$ cat config.mk
export PLATFORM = sky130hd
export DESIGN_NAME = burst_bus_seq
export DESIGN_NICKNAME = d
export VERILOG_FILES = /design/src/rtl/bseq_pkg.sv /design/src/rtl/bseq_len.sv /design/src/rtl/bseq_order.sv /design/src/rtl/bseq_lanes.sv /design/src/rtl/burst_bus_seq.sv
export SDC_FILE = /design/constraint.sdc
export NUM_CORES = 1
export LEC_CHECK = 0
export BUFFER_PORTS_ARGS = -buffer_cell sky130_fd_sc_hd__buf_2
export CAP_MARGIN = 20
export CORE_UTILIZATION = 44
export CTS_CLUSTER_SIZE = 8
export DETAILED_ROUTE_END_ITERATION = 8
export GPL_TIMING_DRIVEN = 0
export HOLD_SLACK_MARGIN = 0.12
export PLACE_DENSITY = 0.77
export SLEW_MARGIN = 25
export SYNTH_ARGS = -nofsm -noshare
export SYNTH_HDL_FRONTEND = slang
export SYNTH_HIERARCHICAL = 1
export SYNTH_SLANG_ARGS = --single-unit
$ cat constraint.sdc
create_clock -name clk -period 2.4 [get_ports clk]
set_clock_uncertainty 0.15 [all_clocks]
set_input_delay 0.12 -clock clk [delete_from_list [all_inputs] [get_ports clk]]
set_output_delay 0.12 -clock clk [all_outputs]
set_load 0.01 [all_outputs]
$ cat src/rtl/bseq_pkg.sv
package bseq_pkg;

    typedef enum logic [2:0] {
        KIND_DATA   = 3'd0,
        KIND_CODE   = 3'd1,
        KIND_IO     = 3'd2,
        KIND_INTACK = 3'd3,
        KIND_HALT   = 3'd4
    } cyc_kind_e;

    typedef enum logic [1:0] {
        ST_IDLE = 2'd0,
        ST_ADDR = 2'd1,
        ST_WAIT = 2'd2
    } seq_state_e;

endpackage

$ cat src/rtl/bseq_len.sv
// Transfer count of one cycle from the request size and the growth decision.
module bseq_len #(
    parameter int LINE_BYTES = 16,
    parameter int LANES      = 4,
    parameter int CNT_W      = 3
) (
    input  logic [2:0]       size,
    input  logic             grow,
    output logic [CNT_W-1:0] count
);
    localparam int SLOTS = LINE_BYTES / LANES;

    logic [31:0] nbytes;

    always_comb begin
        nbytes = 32'd1 << size;
        if (grow || nbytes >= 32'(LINE_BYTES)) begin
            count = CNT_W'(SLOTS);
        end else if (nbytes <= 32'(LANES)) begin
            count = CNT_W'(1);
        end else begin
            count = CNT_W'(nbytes / 32'(LANES));
        end
    end
endmodule

$ cat src/rtl/bseq_order.sv
// Interleaved line order: each slot is the start slot XOR the transfer index.
module bseq_order #(
    parameter int SLOT_W = 2
) (
    input  logic [SLOT_W-1:0] start,
    input  logic [SLOT_W-1:0] idx,
    output logic [SLOT_W-1:0] slot
);
    genvar b;
    generate
        for (b = 0; b < SLOT_W; b++) begin : g_bit
            assign slot[b] = start[b] ^ idx[b];
        end
    endgenerate
endmodule

$ cat src/rtl/bseq_lanes.sv
// Active-high lane selection for the first transfer of a request.
module bseq_lanes #(
    parameter int LANES  = 4,
    parameter int LANE_W = 2
) (
    input  logic [2:0]        size,
    input  logic [LANE_W-1:0] off,
    output logic [LANES-1:0]  en
);
    logic [31:0] nbytes;
    logic [31:0] offx;
    logic        wide;

    assign nbytes = 32'd1 << size;
    assign offx   = 32'(off);
    assign wide   = nbytes >= 32'(LANES);

    genvar j;
    generate
        for (j = 0; j < LANES; j++) begin : g_lane
            assign en[j] = wide || ((32'(j) >= offx) && (32'(j) < offx + nbytes));
        end
    endgenerate
endmodule

$ cat src/rtl/burst_bus_seq.sv
module burst_bus_seq
    import bseq_pkg::*;
#(
    parameter int ADDR_W     = 32,
    parameter int DATA_W     = 32,
    parameter int LINE_BYTES = 16
) (
    input  logic                  clk,
    input  logic                  rst_n,
    input  logic                  req_valid,
    output logic                  req_ready,
    input  logic [ADDR_W-1:0]     req_addr,
    input  logic [2:0]            req_size,
    input  logic                  req_write,
    input  logic [2:0]            req_kind,
    input  logic [DATA_W-1:0]     req_wdata,
    output logic                  bus_start_n,
    output logic [ADDR_W-1:2]     bus_addr,
    output logic [DATA_W/8-1:0]   bus_lane_n,
    output logic                  bus_write,
    output logic                  bus_mem,
    output logic                  bus_code,
    output logic                  bus_last_n,
    output logic [DATA_W-1:0]     bus_wdata,
    input  logic [DATA_W-1:0]     bus_rdata,
    input  logic                  tgt_done_n,
    input  logic                  tgt_burst_n,
    input  logic                  tgt_cache_n,
    output logic                  rd_valid,
    output logic [DATA_W-1:0]     rd_data,
    output logic [$clog2(LINE_BYTES/(DATA_W/8))-1:0] rd_slot
);
    localparam int LANES  = DATA_W / 8;
    localparam int LANE_W = $clog2(LANES);
    localparam int SLOTS  = LINE_BYTES / LANES;
    localparam int SLOT_W = $clog2(SLOTS);
    localparam int CNT_W  = SLOT_W + 1;
    localparam int BASE_W = ADDR_W - LANE_W - SLOT_W;

    typedef struct packed {
        seq_state_e        state;
        logic [BASE_W-1:0] base;
        logic [SLOT_W-1:0] start;
        logic [LANE_W-1:0] boff;
        logic [2:0]        size;
        logic              write;
        cyc_kind_e         kind;
        logic [DATA_W-1:0] wdata;
        logic [CNT_W-1:0]  idx;
        logic              cache;
        logic              rvalid;
        logic [DATA_W-1:0] rdata;
        logic [SLOT_W-1:0] rslot;
    } seq_regs_t;

    seq_regs_t q, d;

    logic [CNT_W-1:0]  total;
    logic [SLOT_W-1:0] cur_slot;
    logic [LANES-1:0]  first_en;
    logic              is_rd, mem_kind, grow, burstable, is_last, fin, as_burst;
    cyc_kind_e         new_kind;
    logic              new_write;

    // Decode of the stored request.
    assign is_rd     = !q.write;
    assign mem_kind  = (q.kind == KIND_DATA) || (q.kind == KIND_CODE);
    assign grow      = is_rd && mem_kind && q.cache;
    assign burstable = is_rd && (q.kind != KIND_INTACK) && (q.kind != KIND_HALT);

    bseq_len #(
        .LINE_BYTES (LINE_BYTES),
        .LANES      (LANES),
        .CNT_W      (CNT_W)
    ) u_len (
        .size  (q.size),
        .grow  (grow),
        .count (total)
    );

    bseq_order #(
        .SLOT_W (SLOT_W)
    ) u_order (
        .start (q.start),
        .idx   (q.idx[SLOT_W-1:0]),
        .slot  (cur_slot)
    );

    bseq_lanes #(
        .LANES  (LANES),
        .LANE_W (LANE_W)
    ) u_lanes (
        .size (q.size),
        .off  (q.boff),
        .en   (first_en)
    );

    assign is_last  = (q.idx == total - CNT_W'(1));
    // Completion is sampled only in wait clocks; both inputs low is a plain ready.
    assign fin      = (q.state == ST_WAIT) && (!tgt_done_n || !tgt_burst_n);
    assign as_burst = tgt_done_n && !tgt_burst_n && burstable;
    assign new_kind = cyc_kind_e'(req_kind);

    always_comb begin
        case (new_kind)
            KIND_CODE, KIND_INTACK: new_write = 1'b0;
            KIND_HALT:              new_write = 1'b1;
            default:                new_write = req_write;
        endcase
    end

    always_comb begin
        d        = q;
        d.rvalid = 1'b0;
        case (q.state)
            ST_IDLE: begin
                if (req_valid) begin
                    d.state = ST_ADDR;
                    d.base  = req_addr[ADDR_W-1:LANE_W+SLOT_W];
                    d.start = req_addr[LANE_W+SLOT_W-1:LANE_W];
                    d.boff  = req_addr[LANE_W-1:0];
                    d.size  = req_size;
                    d.write = new_write;
                    d.kind  = new_kind;
                    d.wdata = req_wdata;
                    d.idx   = '0;
                    d.cache = 1'b0;
                end
            end
            ST_ADDR: begin
                d.state = ST_WAIT;
                if (q.idx == '0) begin
                    d.cache = !tgt_cache_n;
                end
            end
            ST_WAIT: begin
                if (fin) begin
                    if (is_rd) begin
                        d.rvalid = 1'b1;
                        d.rdata  = bus_rdata;
                        d.rslot  = cur_slot;
                    end
                    if (is_last) begin
                        d.state = ST_IDLE;
                    end else begin
                        d.idx   = q.idx + CNT_W'(1);
                        d.state = as_burst ? ST_WAIT : ST_ADDR;
                    end
                end else if (q.idx == '0) begin
                    // Cacheability keeps tracking until the first completion.
                    d.cache = !tgt_cache_n;
                end
            end
            default: d.state = ST_IDLE;
        endcase
    end

    always_ff @(posedge clk or negedge rst_n) begin
        if (!rst_n) begin
            q <= '0;
        end else begin
            q <= d;
        end
    end

    assign req_ready   = (q.state == ST_IDLE);
    assign bus_start_n = (q.state != ST_ADDR);
    assign bus_last_n  = !((q.state == ST_WAIT) && is_last);
    assign bus_addr    = {q.base, cur_slot};
    assign bus_lane_n  = (q.idx == '0) ? ~first_en : '0;
    assign bus_write   = q.write;
    assign bus_wdata   = q.wdata;
    assign rd_valid    = q.rvalid;
    assign rd_data     = q.rdata;
    assign rd_slot     = q.rslot;

    always_comb begin
        case (q.kind)
            KIND_CODE:   begin bus_mem = 1'b1; bus_code = 1'b1; end
            KIND_IO:     begin bus_mem = 1'b0; bus_code = 1'b0; end
            KIND_INTACK: begin bus_mem = 1'b0; bus_code = 1'b1; end
            KIND_HALT:   begin bus_mem = 1'b1; bus_code = 1'b0; end
            default:     begin bus_mem = 1'b1; bus_code = 1'b0; end
        endcase
    end

    // the strobe lasts a single clock.
    p_strobe_single_r2: assert property (@(posedge clk) disable iff (!rst_n)
        !bus_start_n |=> bus_start_n);

    // line base and cycle attributes hold throughout a cycle.
    p_line_fixed_r3: assert property (@(posedge clk) disable iff (!rst_n)
        (q.state != ST_IDLE && $past(q.state) != ST_IDLE) |->
        ($stable(bus_addr[ADDR_W-1:LANE_W+SLOT_W]) && $stable(bus_mem) &&
         $stable(bus_code) && $stable(bus_write)));

    // completing the final transfer returns to idle.
    p_last_to_idle_r5: assert property (@(posedge clk) disable iff (!rst_n)
        (!bus_last_n && (!tgt_done_n || !tgt_burst_n)) |=> req_ready);

    // both completion inputs low acts as plain ready, so a strobe follows.
    p_both_ready_r6: assert property (@(posedge clk) disable iff (!rst_n)
        (q.state == ST_WAIT && !tgt_done_n && !tgt_burst_n && bus_last_n) |=> !bus_start_n);

    // a burst completion on a burstable read continues without a strobe.
    p_burst_no_strobe_r7: assert property (@(posedge clk) disable iff (!rst_n)
        (q.state == ST_WAIT && tgt_done_n && !tgt_burst_n && bus_last_n && burstable)
        |=> (bus_start_n && !req_ready));

    // a returned word only follows a wait clock.
    p_word_after_wait_r10: assert property (@(posedge clk) disable iff (!rst_n)
        rd_valid |-> $past(q.state == ST_WAIT));
endmodule

* After elaboration in Yosys (flattened, before gate mapping)
Cells that the tools add are included.
W data, S select, Z words.
** Storage, ports and cells
- Register bits after elaboration :: 112
- Bits in latches :: 0
- RAM bits :: 0
- Memory bits (read-only) :: 0
- Output and inout port bits :: 107
- Word-level logic and storage cells :: 105
- Memories :: 0
** Cells by class
- $add $sub $neg :: 3
- $mul :: 0
- Div/mod/pow operators :: 0
- $lt $le $gt $ge :: 11
- Equality and inequality tests :: 16
- Shift operators :: 1
- Mux-type cells :: 20
- Bitwise gates (word level) :: 4
- Reductions and logical operators :: 37
** Operators by type and width (count)
- $mux W35 :: 3
- $mux W77 :: 1
- $lt A1 B32 Y1 const A :: 2
- $lt A2 B32 Y1 const A :: 2
- $add A2 B32 Y32 :: 1
- $ge A32 B3 Y1 const B :: 1
- $ge A32 B5 Y1 const B :: 1
- $le A32 B3 Y1 const B :: 1
- $shl A1 B3 Y32 const A :: 1
- $logic_and A1 B1 Y1 :: 12
- $mux W3 :: 4
- $eq A3 B2 Y1 const B :: 3
- $ne A2 B2 Y1 const B :: 4
- $logic_or A1 B1 Y1 :: 7
- $eq A3 B1 Y1 const B :: 2
- $logic_not A3 Y1 :: 2
- $mux W2 :: 3
- $pmux W2 S3 :: 1
- $pmux W3 S2 :: 1
- $reduce_and A3 Y1 :: 2
- $reduce_or A2 Y1 :: 3
- $logic_not A1 Y1 :: 5
- $ge A1 B2 Y1 const A :: 2
- $ge A2 B2 Y1 const A :: 2
- other kinds (21) :: 26

* Longest topological paths before layout
- Depth in word-level cells :: 11
- Depth in mapped cells :: 8

* By module
The synthesis kept the hierarchy.
** Modules (own cells, without submodules)
- burst_bus_seq :: times used 1, cells each 382, area an instance 5218.8 um^2, sequential area each 2802.7 um^2
- bseq_lanes :: times used 1, cells each 15, area an instance 101.3 um^2, sequential area each 0.0 um^2
- bseq_len :: times used 1, cells each 3, area an instance 26.3 um^2, sequential area each 0.0 um^2
- bseq_order :: times used 1, cells each 2, area an instance 17.5 um^2, sequential area each 0.0 um^2

* Least setup slack after synthesis
OpenSTA, ideal clock, no wires.
- Path type :: flip-flop to flip-flop
- Start point :: register q, in the netlist bus_write
- End point :: register q[36] in the netlist's numbering
- Arrival :: 2.195 ns
- Required time :: 2.125 ns
- Slack :: -0.070 ns
- Cell stages (with the launch flop) :: 9
- Clock period less this slack :: 2.470 ns
- Cell sequence :: dfrtp_1 nor4b_1 and4bb_2 inv_1 ha_1 xnor3_1 nand4_1 o211ai_1 mux2_2
** Between the ends
- Cells in the longest elaborated chain, start to end :: 9
** Ends and longest elaborated chain
- start: declaration :: line burst_bus_seq.sv:56 : seq_regs_t q, d;
- start signal: assignment :: line burst_bus_seq.sv:160 : q <= '0;
- start signal: assignment :: line burst_bus_seq.sv:162 : q <= d;
- $logic_not A1 Y1 :: line burst_bus_seq.sv:66 : assign is_rd = !q.write;
- $logic_and A1 B1 Y1 (2 in a row) :: line burst_bus_seq.sv:68 : assign grow = is_rd && mem_kind && q.cache;
- via grow :: line burst_bus_seq.sv:61 : logic is_rd, mem_kind, grow, burstable, is_last, fin, as_burst;
- $logic_or A1 B1 Y1 :: line bseq_len.sv:17 : if (grow || nbytes >= 32'(LINE_BYTES)) begin
- $mux W3 :: line bseq_len.sv:17
- via total[1] :: line burst_bus_seq.sv:58 : logic [CNT_W-1:0] total;
- $sub A3 B1 Y3 :: line burst_bus_seq.sv:98 : assign is_last = (q.idx == total - CNT_W'(1));
- $eq A3 B3 Y1 :: line burst_bus_seq.sv:98
- $ne A2 B2 Y1 (no line)
- $reduce_and A4 Y1 (no line)
The timed path passes the listed nets, and every way through them passes these cells.
A chain may end at the register's enable or synchronous reset.

* Worst setup path after layout
- Start point :: register q[77] in the netlist's numbering
- End point :: output port bus_lane_n[2]
** Between the ends
- Cells in the longest elaborated chain, start to end :: 7
- Elaborated cells between the ends (all ways) :: 8
- Those cells by class :: add/sub: 1; order compare: 2; shift: 1; mux: 1; bitwise: 1; reduce/logical: 2
** Ends and longest elaborated chain
- $shl A1 B3 Y32 (*) :: line bseq_lanes.sv:14 : assign nbytes = 32'd1 << size;
- $add A2 B32 Y32 :: line bseq_lanes.sv:21 : assign en[j] = wide || ((32'(j) >= offx) && (32'(j) < offx + nbytes));
- $lt A2 B32 Y1 :: line bseq_lanes.sv:21
- $logic_and A1 B1 Y1 :: line bseq_lanes.sv:21
- $logic_or A1 B1 Y1 (*) :: line bseq_lanes.sv:21
- via first_en[2] :: line burst_bus_seq.sv:60 : logic [LANES-1:0] first_en;
- $not A4 Y4 (*) :: line burst_bus_seq.sv:170 : assign bus_lane_n = (q.idx == '0) ? ~first_en : '0;
- $mux W4 (*) :: line burst_bus_seq.sv:170
- end: declaration :: line burst_bus_seq.sv:19 : output logic [DATA_W/8-1:0] bus_lane_n,
Mark *: on every way through the listed nets, which the timed path passes. The rest lies on a longest branch.

==> flow_metrics.env <==
export IMPL_core_area_sq_um=11660
export IMPL_fmax_ghz=0.3967
export IMPL_crit_type="register to primary output"
export IMPL_dp_hpwl_um=8602
export IMPL_nets=870
export IMPL_cap_violations=0
export IMPL_synth_seq_area_share_pct=52.25
export IMPL_vias=4211
export IMPL_syn_inst=402
export IMPL_relSlewSlack_pct=66.85
export IMPL_start_util_pct=45.99
export IMPL_cts_buffers=9
export IMPL_cts_tree="built"
export IMPL_postSynthAreaPerCell_sq_um=13.34
export IMPL_p_leak_nw=4.097
export IMPL_worst_setup_path_end_kind="primary output"
export IMPL_ys_ff_latch=112
export IMPL_pwr_share_comb_pct=52.5
export IMPL_insertedDiodeCount=0
export IMPL_wirelength_um=13980
export IMPL_clock_power_share_pct=14.9
export IMPL_num_io_pins=216
export IMPL_instances_no_fill=900
export IMPL_die_h_um=112.4
export IMPL_tightest_slew_ns=0.4961
export IMPL_via_per_inst=4.679
export IMPL_met2_wirelength_um=7401
export IMPL_wire_per_inst_um=15.53
export IMPL_hold_path_class="input port to register"
export IMPL_ys_types=42
export IMPL_p_seq_share_pct=32.6
export IMPL_grt_usage_pct=23.01
export IMPL_drive_gt1_share_pct=62.75
export IMPL_yosys_area_top_type="dfrtp_1"
export IMPL_fin_tns_setup_ns=-0.1210
export IMPL_intPower_w=0.007089
export IMPL_dr_pass1_iters=4
export IMPL_setup_viol=1
export IMPL_arrival_ns=2.25
export IMPL_grt_pass1_wl_um=22310
export IMPL_grt_pass1_vias=4649
export IMPL_dieArea_sq_um=12640
export IMPL_r2r_slack_ns=0.02
export IMPL_fin_util_pct=70.85
export IMPL_setup_ws_ns=-0.1210
export IMPL_synth_area_leaders="dfrtp_1 (52%), mux2_2 (22%), buf_4 (13%)"
export IMPL_clk_latency_ns=0.34
export IMPL_switching_share_pct=33.18
export IMPL_yosys_warnings=6
export IMPL_grt_max_degree=70
export IMPL_dr_wl_met3_um=871
export IMPL_gp_congestion=0.8420
export IMPL_h_tree_depth=3
export IMPL_finalHoldViolations=0
export IMPL_synth_top_area_share_pct=52.25
export IMPL_root_buffer="clkbuf_16"
export IMPL_num_rows=39
export IMPL_drtAntennaViolNets=0
export IMPL_status="finished, violations left"
export IMPL_overflow=0
export IMPL_highest_layer="met4"
export IMPL_slew_viol_final=0
export IMPL_rsz0062_at_grt="yes"
export IMPL_violations="setup timing"
export IMPL_crit_path_start_kind="register"
export IMPL_cp_required_ns=2.13
export IMPL_ir_worst_vdd_mv=0.7327
export IMPL_route_detailed_drc=0
export IMPL_die_w_um=112.4
export IMPL_syn_area_sq_um=5364
export IMPL_whs_ns=0.2331
export IMPL_wl_met1_um=5289
export IMPL_min_period_ns=2.521
export IMPL_port_buffers=215
export IMPL_ctsLongestPathBuffers=2
export IMPL_p_switching_w=0.003520
export IMPL_path_clk_slew_ns=0.07
export IMPL_p_per_area_nw_per_um2=1284
export IMPL_drt_initial_drc_count=197
export IMPL_antenna_found_initial=0
export IMPL_clock_sinks=112
export IMPL_post_place_cells=761
export IMPL_cp_max_fo=4
export IMPL_syn2layout_area_growth_pct=54.05
export IMPL_post_route_period_util_pct=105.0
export IMPL_syn_nets=520
stage by stage:
| stage | setup slack [ns] | cell area (sq um) | total power (W) |
|---|---|---|---|
| 5_1_grt | -0.1885 | 8263 | 0.01129 |
| 3_5_place_dp | -0.1536 | 6659 | 0.008452 |
| 3_3_place_gp | -0.2043 | 6625 | 0.008237 |
| 2_1_floorplan | 0.009463 | 5370 | 0.006878 |
| 6_report | -0.1210 | 8263 | 0.01061 |
| 4_1_cts | -0.09179 | 8175 | 0.01037 |
state kept, by name, summed over array words and instances (netlist names):
name / cells
bus_write: 1
rd_slot: 2
rd_valid: 1
q: 16
bus_wdata: 32
bus_addr: 28
rd_data: 32
power groups by stage:
stage	combinational (W)	clock (W)	sequential (W)
finish	0.00557	0.00158	0.00345
global route	0.00600	0.00171	0.00358
CTS	0.00532	0.00162	0.00342
detailed placement	0.00499	0	0.00346
global placement	0.00485	0	0.00339
floorplan	0.00359	0	0.00329
worst max-delay path, stage by stage (launching register included):
cell and delay (ns):
dfrtp_2 0.44, nor3_2 0.18, ha_2 0.20, inv_2 0.03, fa_1 0.47, nand2b_4 0.16
a22o_1 0.17, nand2_1 0.06, nor2_1 0.04, buf_2 0.15
path summary, 6_finish.rpt:
check                                endpoint        start  depth (start not counted)
worst max-delay path            bus_lane_n[2]        q[77]                          9
worst min-delay path                   q[111]    req_valid                          4
worst max register to register         q[111]        q[72]                          9
worst min register to register    rd_data[17]  rd_data[17]                          1
max in group asynchronous        bus_wdata[3]        rst_n                          4
min in group asynchronous               q[35]        rst_n                          3
repair_timing:
action / CTS / global route
hold buffers: 110 / 0
buffers inserted: 6 / 7
resized for setup: 11 / 8
setup endpoints to repair: 8 / 4
pin swaps: 8 / 12
endpoints found under the hold margin: 218 / 0
cells in the final DEF (no fill, tap or decap), types with 3 or more instances in the layout:
cell | Yosys | routed
ha_1 | 8 | 6
buf_4 | 94 | 107
nand2b_1 | 6 | 6
buf_6 | 3 | 4
clkbuf_16 | 0 | 9
dlygate4sd3_1 | 0 | 109
mux2_1 | 3 | 3
inv_2 | 0 | 3
nand2_1 | 10 | 9
inv_1 | 10 | 7
dfrtp_1 | 112 | 109
xor2_1 | 4 | 3
nor2_1 | 7 | 6
clkbuf_1 | 0 | 3
mux2_2 | 103 | 102
buf_2 | 7 | 221
dfrtp_2 | 0 | 3
synthesized netlist by cell type (all sizes together):
library cell and instances:
nor3 2, nor2 9, nor4b 1, a211o 1, a31o 1, ha 8, inv 10, a22oi 1
o21ai 3, a31oi 2, o211ai 1, a21o 1, dfrtp 112, a2bb2oi 1, buf 104, nand4 2
xor2 4, a211oi 2, and4bb 1, nor2b 2, o31ai 1, a22o 3, nand3b 1, mux2 106
o21bai 1, or3b 1, or2 1, xnor3 1, nand2b 7, fa 1, nand2 11
logic make-up after synthesis:
kind of cell	Yosys count	synth area share [%]
buffers and inverters	114	15.14
flip-flops	112	52.25
adder cells (fa/ha/maj)	9	2.239
XOR/XNOR	5	1.073
multiplexers	106	22.25
AND/OR/NAND/NOR	38	4.152
AO/OA/AOI/OAI	18	2.893
layer usage:
| metal | vias up | track usage (%) |
|---|---|---|
| li1 | 1968 | - |
| met1 | 2026 | 24.42 |
| met2 | 178 | 42.65 |
| met3 | 39 | 5.670 |
| met4 | 0 | 11.11 |
| met5 | - | 0 |
area by class of cell:
| class | count | area, sq um |
|---|---|---|
| multi-input combinational | 176 | 1832 |
| sequential | 112 | 2806 |
| clock inverter | 3 | 65.06 |
| buffer | 104 | 774.5 |
| timing repair buffer | 339 | 2318 |
| clock buffer | 13 | 250.2 |
| inverter | 10 | 37.54 |
| tap | 143 | 178.9 |
| fill | 752 | 3400 |
(Power assumes the default switching activity.)
